## config.mk

```make
export PLATFORM = sky130hd
export DESIGN_NAME = frx_unit
export DESIGN_NICKNAME = d
export VERILOG_FILES = /design/src/rtl/frx_pkg.sv /design/src/rtl/frx_classify.sv /design/src/rtl/frx_lane.sv /design/src/rtl/frx_unit.sv
export SDC_FILE = /design/constraint.sdc
export NUM_CORES = 1
export LEC_CHECK = 0
export ABC_AREA = 1
export CORE_MARGIN = 2
export CORE_UTILIZATION = 47
export DETAILED_ROUTE_END_ITERATION = 7
export PLACE_DENSITY_LB_ADDON = 0.1
export SETUP_SLACK_MARGIN = 0.3
export SLEW_MARGIN = 0
export SYNTH_ARGS = -nofsm -noshare
export SYNTH_HDL_FRONTEND = slang
export SYNTH_SLANG_ARGS = --single-unit
```

## constraint.sdc

```tcl
create_clock -name clk -period 3.6 [get_ports clk]
set_input_delay 0.72 -clock clk [delete_from_list [all_inputs] [get_ports clk]]
set_output_delay 0.72 -clock clk [all_outputs]
set_load 0.03 [all_outputs]
```

## src/rtl/frx_pkg.sv

```systemverilog
package frx_pkg;
    localparam int DATA_W   = 64;
    localparam int S_EXP_W  = 8;
    localparam int S_FRAC_W = 23;
    localparam int D_EXP_W  = 11;
    localparam int D_FRAC_W = 52;
    localparam int S_W      = 1 + S_EXP_W + S_FRAC_W;

    typedef struct packed {
        logic              vld;
        logic [DATA_W-1:0] res;
        logic              sticky;
    } frx_state_t;
endpackage

```

## src/rtl/frx_classify.sv

```systemverilog
module frx_classify #(
    parameter int EW = 8,
    parameter int FW = 23
) (
    input  logic [EW-1:0] exp_f,
    input  logic [FW-1:0] frac_f,
    output logic          is_nan,
    output logic          is_snan,
    output logic          exp_zero
);
    logic exp_ones;
    logic frac_nz;

    always_comb begin
        exp_ones = &exp_f;
        frac_nz  = |frac_f;
        exp_zero = ~|exp_f;
        is_nan   = exp_ones && frac_nz;
        is_snan  = is_nan && !frac_f[FW-1];
    end
endmodule

```

## src/rtl/frx_lane.sv

```systemverilog
module frx_lane #(
    parameter int EW = 8,
    parameter int FW = 23
) (
    input  logic [EW+FW:0] a,
    input  logic           dn_mode,
    output logic [EW+FW:0] res,
    output logic           invalid
);
    localparam int W = 1 + EW + FW;
    localparam logic [EW-1:0] ZERO_EXP_SUB = {{(EW-1){1'b1}}, 1'b0};
    localparam logic [W-1:0]  QUIET_BIT    = W'(1) << (FW - 1);
    localparam logic [W-1:0]  DEF_NAN      = {1'b0, {EW{1'b1}}, 1'b1, {(FW-1){1'b0}}};

    logic          sgn;
    logic [EW-1:0] exp_f;
    logic [FW-1:0] frac_f;
    logic          is_nan, is_snan, exp_zero;

    assign sgn    = a[W-1];
    assign exp_f  = a[W-2:FW];
    assign frac_f = a[FW-1:0];

    frx_classify #(.EW(EW), .FW(FW)) u_cls (
        .exp_f   (exp_f),
        .frac_f  (frac_f),
        .is_nan  (is_nan),
        .is_snan (is_snan),
        .exp_zero(exp_zero)
    );

    always_comb begin
        if (is_nan) begin
            invalid = is_snan;
            res     = dn_mode ? DEF_NAN : (a | QUIET_BIT);
        end else begin
            invalid = 1'b0;
            res     = {sgn, (exp_zero ? ZERO_EXP_SUB : ~exp_f), {FW{1'b0}}};
        end
    end

    always_comb begin
        if (!is_nan) begin
            AST_FRAC_CLEARED: assert (res[FW-1:0] == '0);
            AST_SIGN_KEPT:    assert (res[W-1] == a[W-1]);
        end
        if (is_nan && !dn_mode) begin
            AST_QUIET_SET:    assert (res[FW-1]);
        end
    end
endmodule

```

## src/rtl/frx_unit.sv

```systemverilog
module frx_unit
    import frx_pkg::*;
(
    input  logic              clk,
    input  logic              rst_n,
    input  logic              in_valid,
    input  logic              dbl_sel,
    input  logic              default_nan,
    input  logic              flag_clr,
    input  logic [DATA_W-1:0] op_a,
    output logic [DATA_W-1:0] res_q,
    output logic              out_valid,
    output logic              inv_flag
);
    localparam int HI_W = DATA_W - S_W;

    logic [S_W-1:0]    s_res;
    logic [DATA_W-1:0] d_res;
    logic              s_inv, d_inv;
    logic [DATA_W-1:0] sel_res;
    logic              sel_inv;
    frx_state_t        st_d, st_q;

    frx_lane #(.EW(S_EXP_W), .FW(S_FRAC_W)) u_sgl (
        .a      (op_a[S_W-1:0]),
        .dn_mode(default_nan),
        .res    (s_res),
        .invalid(s_inv)
    );

    frx_lane #(.EW(D_EXP_W), .FW(D_FRAC_W)) u_dbl (
        .a      (op_a),
        .dn_mode(default_nan),
        .res    (d_res),
        .invalid(d_inv)
    );

    always_comb begin
        sel_res = dbl_sel ? d_res : {{HI_W{1'b0}}, s_res};
        sel_inv = dbl_sel ? d_inv : s_inv;

        st_d        = st_q;
        st_d.vld    = in_valid;
        if (in_valid) begin
            st_d.res = sel_res;
        end
        st_d.sticky = (flag_clr ? 1'b0 : st_q.sticky) | (in_valid & sel_inv);
    end

    always_ff @(posedge clk) begin
        if (!rst_n) begin
            st_q <= '0;
        end else begin
            st_q <= st_d;
        end
    end

    assign res_q     = st_q.res;
    assign out_valid = st_q.vld;
    assign inv_flag  = st_q.sticky;

    AST_SINGLE_HI_ZERO: assert property (@(posedge clk) disable iff (!rst_n)
        in_valid && !dbl_sel |=> res_q[DATA_W-1:S_W] == '0);
    AST_STROBE: assert property (@(posedge clk) disable iff (!rst_n)
        in_valid |=> out_valid);
    AST_RES_HOLD: assert property (@(posedge clk) disable iff (!rst_n)
        !in_valid |=> !out_valid && $stable(res_q));
    AST_FLAG_KEEP: assert property (@(posedge clk) disable iff (!rst_n)
        inv_flag && !flag_clr |=> inv_flag);
    AST_FLAG_SET: assert property (@(posedge clk) disable iff (!rst_n)
        in_valid && (dbl_sel ? d_inv : s_inv) |=> inv_flag);
    AST_FLAG_CLEAR: assert property (@(posedge clk) disable iff (!rst_n)
        flag_clr && !(in_valid && (dbl_sel ? d_inv : s_inv)) |=> !inv_flag);
endmodule

```

[Word level (Yosys, flattened, before mapping)]
Index checks and enable logic that the tools add are counted.
Storage, ports and cells
  latch bits: 0
  bits in read-only memories: 0
  memories: 0
  logic and storage cells: 30
  bits of input ports: 70
  RAM bits: 0
  bits in registers: 66
Cells by class
  equal/unequal tests: 0
  multiplexer cells: 11
  reduce and logical (&&, ||, !) cells: 12
  div/mod/pow operators: 0
  bitwise operators: 4
  order comparisons: 0
  $add $sub $neg: 0
  multiply operators: 0
  shift operators: 0
Operators with widths (count)
  $mux W64: 3
  $mux W32: 2
  $reduce_or A52 Y1: 1
  $reduce_or A23 Y1: 1
  $mux W11: 1
  $not A11 Y11: 1
  $reduce_and A11 Y1: 1
  $reduce_or A11 Y1: 1
  $mux W8: 1
  $not A8 Y8: 1
  $reduce_and A8 Y1: 1
  $reduce_or A8 Y1: 1
  $logic_and A1 B1 Y1: 4
  $mux W1: 4
  $logic_not A1 Y1: 2
  $and A1 B1 Y1: 1
  $or A1 B1 Y1: 1

[Depth between registers and ports, before layout]
  depth after elaboration: 7
  gate-level depth with buffers: 11
  gate-level depth less buffers: 10

[Modules after synthesis]
Synthesis repeated with hierarchy kept, for this count alone.
Unflattened totals
  cell total of the unflattened synthesis: 671
  area total of the unflattened synthesis: 4189.0 µm²
By module, submodules not included
  frx_unit: seq. area each 1321.3 µm², times used 1, cells an instance 331, area each 2765.2 µm²
  frx_lane at u_dbl: seq. area each 0.0 µm², times used 1, cells an instance 161, area each 666.9 µm²
  frx_lane at u_sgl: seq. area each 0.0 µm², times used 1, cells an instance 88, area each 377.9 µm²
  frx_classify at u_dbl.u_cls: seq. area each 0.0 µm², times used 1, cells an instance 60, area each 246.5 µm²
  frx_classify at u_sgl.u_cls: seq. area each 0.0 µm², times used 1, cells an instance 31, area each 132.6 µm²

[Least setup slack after synthesis]
Ideal clock, no wire load.
  kind: input port to flip-flop
  start: in op_a[14]
  end: reg st_q (netlist bit res_q[14])
  data arrival time: 1693 ps
  path buffers: 1
  stages on the path: 11
  setup slack: 1772 ps
  cell sequence: nor2_1 -> nand2_1 -> nor2_1 -> nand2_1 -> nor2_1 -> nand2_2 -> nand2_4 -> nand2_4 -> buf_6 -> nand3_2 -> a21oi_2
On the way
  word-level cells in the longest chain between the ends: 4
  elaborated cells on any way between the ends: 9
RTL lines
  from (decl): line frx_unit.sv:10  | input logic [DATA_W-1:0] op_a,
  $reduce_or A52 Y1 or $reduce_or A23 Y1 (tied branches): line frx_classify.sv:16  | frac_nz = |frac_f;
  $logic_and A1 B1 Y1: line frx_classify.sv:18  | is_nan = exp_ones && frac_nz;
  $mux W64 or $mux W32 (tied branches): line frx_lane.sv:33  | if (is_nan) begin
  $mux W64 *: line frx_unit.sv:39  | sel_res = dbl_sel ? d_res : {{HI_W{1'b0}}, s_res};
  to (signal assigned): line frx_unit.sv:54  | st_q <= st_d;
  to (decl): line frx_unit.sv:22  | frx_state_t st_d, st_q;
Mark *: on every way between the ends. The rest lies on a longest branch, timed or not.
A chain may end at the register's enable or synchronous reset.

==> load_flow_metrics.sql <==
INSERT INTO impl_metrics (metric_group, metric, value, unit) VALUES
('power_and_ir_drop', 'power_density', '323', 'mW/mm2'),
('grt', 'overflow', '0', ''),
('placed_design', 'finalWeightedCongestion', '0.903', ''),
('synth', 'synth_top_cell_by_area', 'dfxtp_1', ''),
('cts', 'cts_inserted_buffers', '9', ''),
('placed_design', 'place.detailed.hpwl', '6640', 'um'),
('final_layout', 'layout-drive-gt1-share', '0.0853', ''),
('cts', 'total_clock_sinks', '66', ''),
('drt', 'drt-wirelength-per-cell', '13.0', 'um'),
('placed_design', 'placement.io_buffers', '135', ''),
('setup_path', 'cp-start-kind', 'input pin', ''),
('synth', 'postSynth.asyncResetShare', '0', ''),
('cts', 'clock_tree_from_tritoncts', 'built', ''),
('floorplan', 'io-pin-count', '136', ''),
('drt', 'drc', '0', ''),
('drt', 'routed-via-count', '3632', ''),
('power_and_ir_drop', 'ir_worst_vdd', '0.000219', 'V'),
('drt', 'initialDrtViolationCount', '220', ''),
('synth', 'synth-main-ff-cell', 'dfxtp_1', ''),
('cts', 'htree_levels', '3', ''),
('grt', 'wire_length_of_the_first_global_routing_pass', '15600', 'um'),
('outcome', 'run_status', 'finished clean', ''),
('timing', 'fmaxAchievable', '0.391', 'GHz'),
('final_layout', 'synthToLayoutAreaGrowth', '42.7', '%'),
('power_and_ir_drop', 'power.leakage', '1.94', 'nW'),
('synth', 'post_synth_instance_area', '0.00346', 'mm2'),
('grt', 'first_global_vias', '3387', ''),
('grt', 'grt_start_max_net_pins', '58', ''),
('cts', 'path_clk_slew', '0.07', 'ns'),
('timing', 'worst_hold_slack', '0.462', 'ns'),
('hold_path', 'worst_hold_path_type', 'flip-flop to flip-flop', ''),
('grt', 'grt.total_usage', '0.234', ''),
('floorplan', 'start_util', '0.482', ''),
('floorplan', 'coreArea', '0.00718', 'mm2'),
('final_layout', 'antennaDiodeCount', '0', ''),
('timing', 'finalWorstPathRequiredPeriod', '2.56', 'ns'),
('grt', 'antenna_found_initial', '0', ''),
('setup_path', 'rr_worst_depth', '4', ''),
('drt', 'dr.pass1.iters', '4', ''),
('floorplan', 'floorplan.die.width', '89.8', 'um'),
('synth', 'post_synth_num_cell_types', '29', ''),
('cts', 'postCtsSetupBuffers', '0', ''),
('synth', 'synth.top_cells.by_count', 'nand2_1 (123), nor2_1 (88), dfxtp_1 (66), inv_1 (59), a21oi_1 (53)', ''),
('synth', 'postSynthRegisterBits', '66', ''),
('final_layout', 'finalNetCount', '699', ''),
('drt', 'viasPerCell', '4.96', ''),
('timing', 'post_route_clock_skew', '0', 'ns'),
('setup_path', 'critical_path.endpoint_type', 'flip-flop', ''),
('cts', 'clockBufferDepth', '2', ''),
('timing', 'fin_setup_tns', '0', 'ns'),
('synth', 'syn-mean-instance-area', '6.81', 'um2'),
('cts', 'worst_skew_pair.late_latency', '0.35', 'ns'),
('synth', 'yosysMostFrequentCell', 'nand2_1', ''),
('timing', 'relative_slew_slack', '0.339', ''),
('synth', 'netlist_instances', '508', ''),
('timing', 'finalCritPeriodShare', '0.711', ''),
('floorplan', 'overall_die_area', '0.00806', 'mm2'),
('cts', 'cts_root_buf', 'clkbuf_8', ''),
('hold_path', 'hold_path_depth', '2', ''),
('cts', 'cts.repair.resized', '0', ''),
('timing', 'measured_slew_at_the_worst_slew_check_pin', '0.991', 'ns'),
('synth', 'synth_edf_count', '0', ''),
('setup_path', 'r2r-start', 'res_q[60]$_SDFFE_PN0P_', ''),
('synth', 'ys_seq_area_frac', '0.382', ''),
('hold_path', 'hold_start', 'res_q[12]$_SDFFE_PN0P_', ''),
('synth', 'post-synth-top-area-fraction', '0.382', ''),
('setup_path', 'ff_to_ff_setup_slack', '2.85', 'ns'),
('synth', 'postSynthNetCount', '578', ''),
('setup_path', 'arrival', '2.80', 'ns'),
('run', 'timing.max_cap.violations', '0', ''),
('setup_path', 'critical_path.max_fanout', '19', '');
-- per-stage QoR --
stage                     std cells  power (mW)  setup WS [ns]  cell area [um2]  utilization
after detailed placement        717        1.05          0.694             4760        0.664
after global routing            732        1.66          0.827             4930        0.688
after floorplan                 508       0.920           1.77             3460            -
after CTS                       732        1.60           1.06             4930        0.688
final                           732        1.59           1.04             4930        0.688
after global placement          717        1.05          0.723             4760        0.664
-- routing by layer --
layer | track usage | share of wire
met1 | 0.311 | 0.45
met2 | 0.372 | 0.46
met3 | 0.0503 | 0.067
met4 | 0.0923 | 0.017
met5 | 0 | 0
-- cells in the final DEF, fill, tap and decap left out --
master / count
a21oi_1: 53
a21oi_2: 11
a21oi_4: 1
buf_2: 1
buf_4: 1
clkbuf_1: 2
clkbuf_8: 11
clkdlybuf4s50_1: 134
clkinv_1: 1
clkinv_2: 1
clkinvlp_4: 1
dfxtp_1: 66
inv_1: 58
inv_2: 2
nand2_1: 123
nand2_2: 3
nand2_4: 3
nand3_1: 30
nand3_2: 12
nand3b_1: 1
nand4_1: 3
nand4_2: 2
nor2_1: 88
nor2_4: 2
nor3_1: 1
nor3_4: 2
nor4_1: 3
nor4_4: 1
o211ai_1: 3
o21ai_0: 12
o21bai_1: 1
-- cell type report --
cell class,count,area (um2)
clock buffers,13,159
clock inverters,2,12.5
fillers,626,2240
inverters,61,229
multi-input cells,355,1730
flip-flops and latches,66,1320
well taps,99,124
repair buffers,136,1350
-- report_power, final --
group / total (mW) / internal [mW] / switching [mW]
Clock: 0.554 / 0.283 / 0.271
Combinational: 0.286 / 0.128 / 0.158
Sequential: 0.754 / 0.746 / 0.00854
-- worst max path at each step --
stage	to
3_3_place_gp	res_q[55]$_SDFFE_PN0P_
4_1_cts	res_q[60]$_SDFFE_PN0P_
6_report	res_q[60]$_SDFFE_PN0P_
3_5_place_dp	res_q[60]$_SDFFE_PN0P_
5_1_grt	res_q[60]$_SDFFE_PN0P_
2_1_floorplan	res_q[14]$_SDFFE_PN0P_
-- flip-flops by register name, summed over array words and instances, names as in the netlist --
| signal | flops |
|---|---|
| out_valid | 1 |
| inv_flag | 1 |
| res_q | 64 |
-- cell families (layout without fill, tap and decap cells) --
logic type	count (synthesis)	in the layout	share of synthesized area
compound gates	81	81	0.135
simple gates	274	274	0.366
buf+inv	87	212	0.116
flops	66	66	0.382
-- worst max-delay path: stages --
cell,delay [ns]
clkdlybuf4s50_1,0.74
nand2_1,0.45
clkinv_1,0.32
nand3_1,0.29
o211ai_1,0.15
nand2_1,0.09
inv_1,0.05
Power figures use the tool's default switching activity.
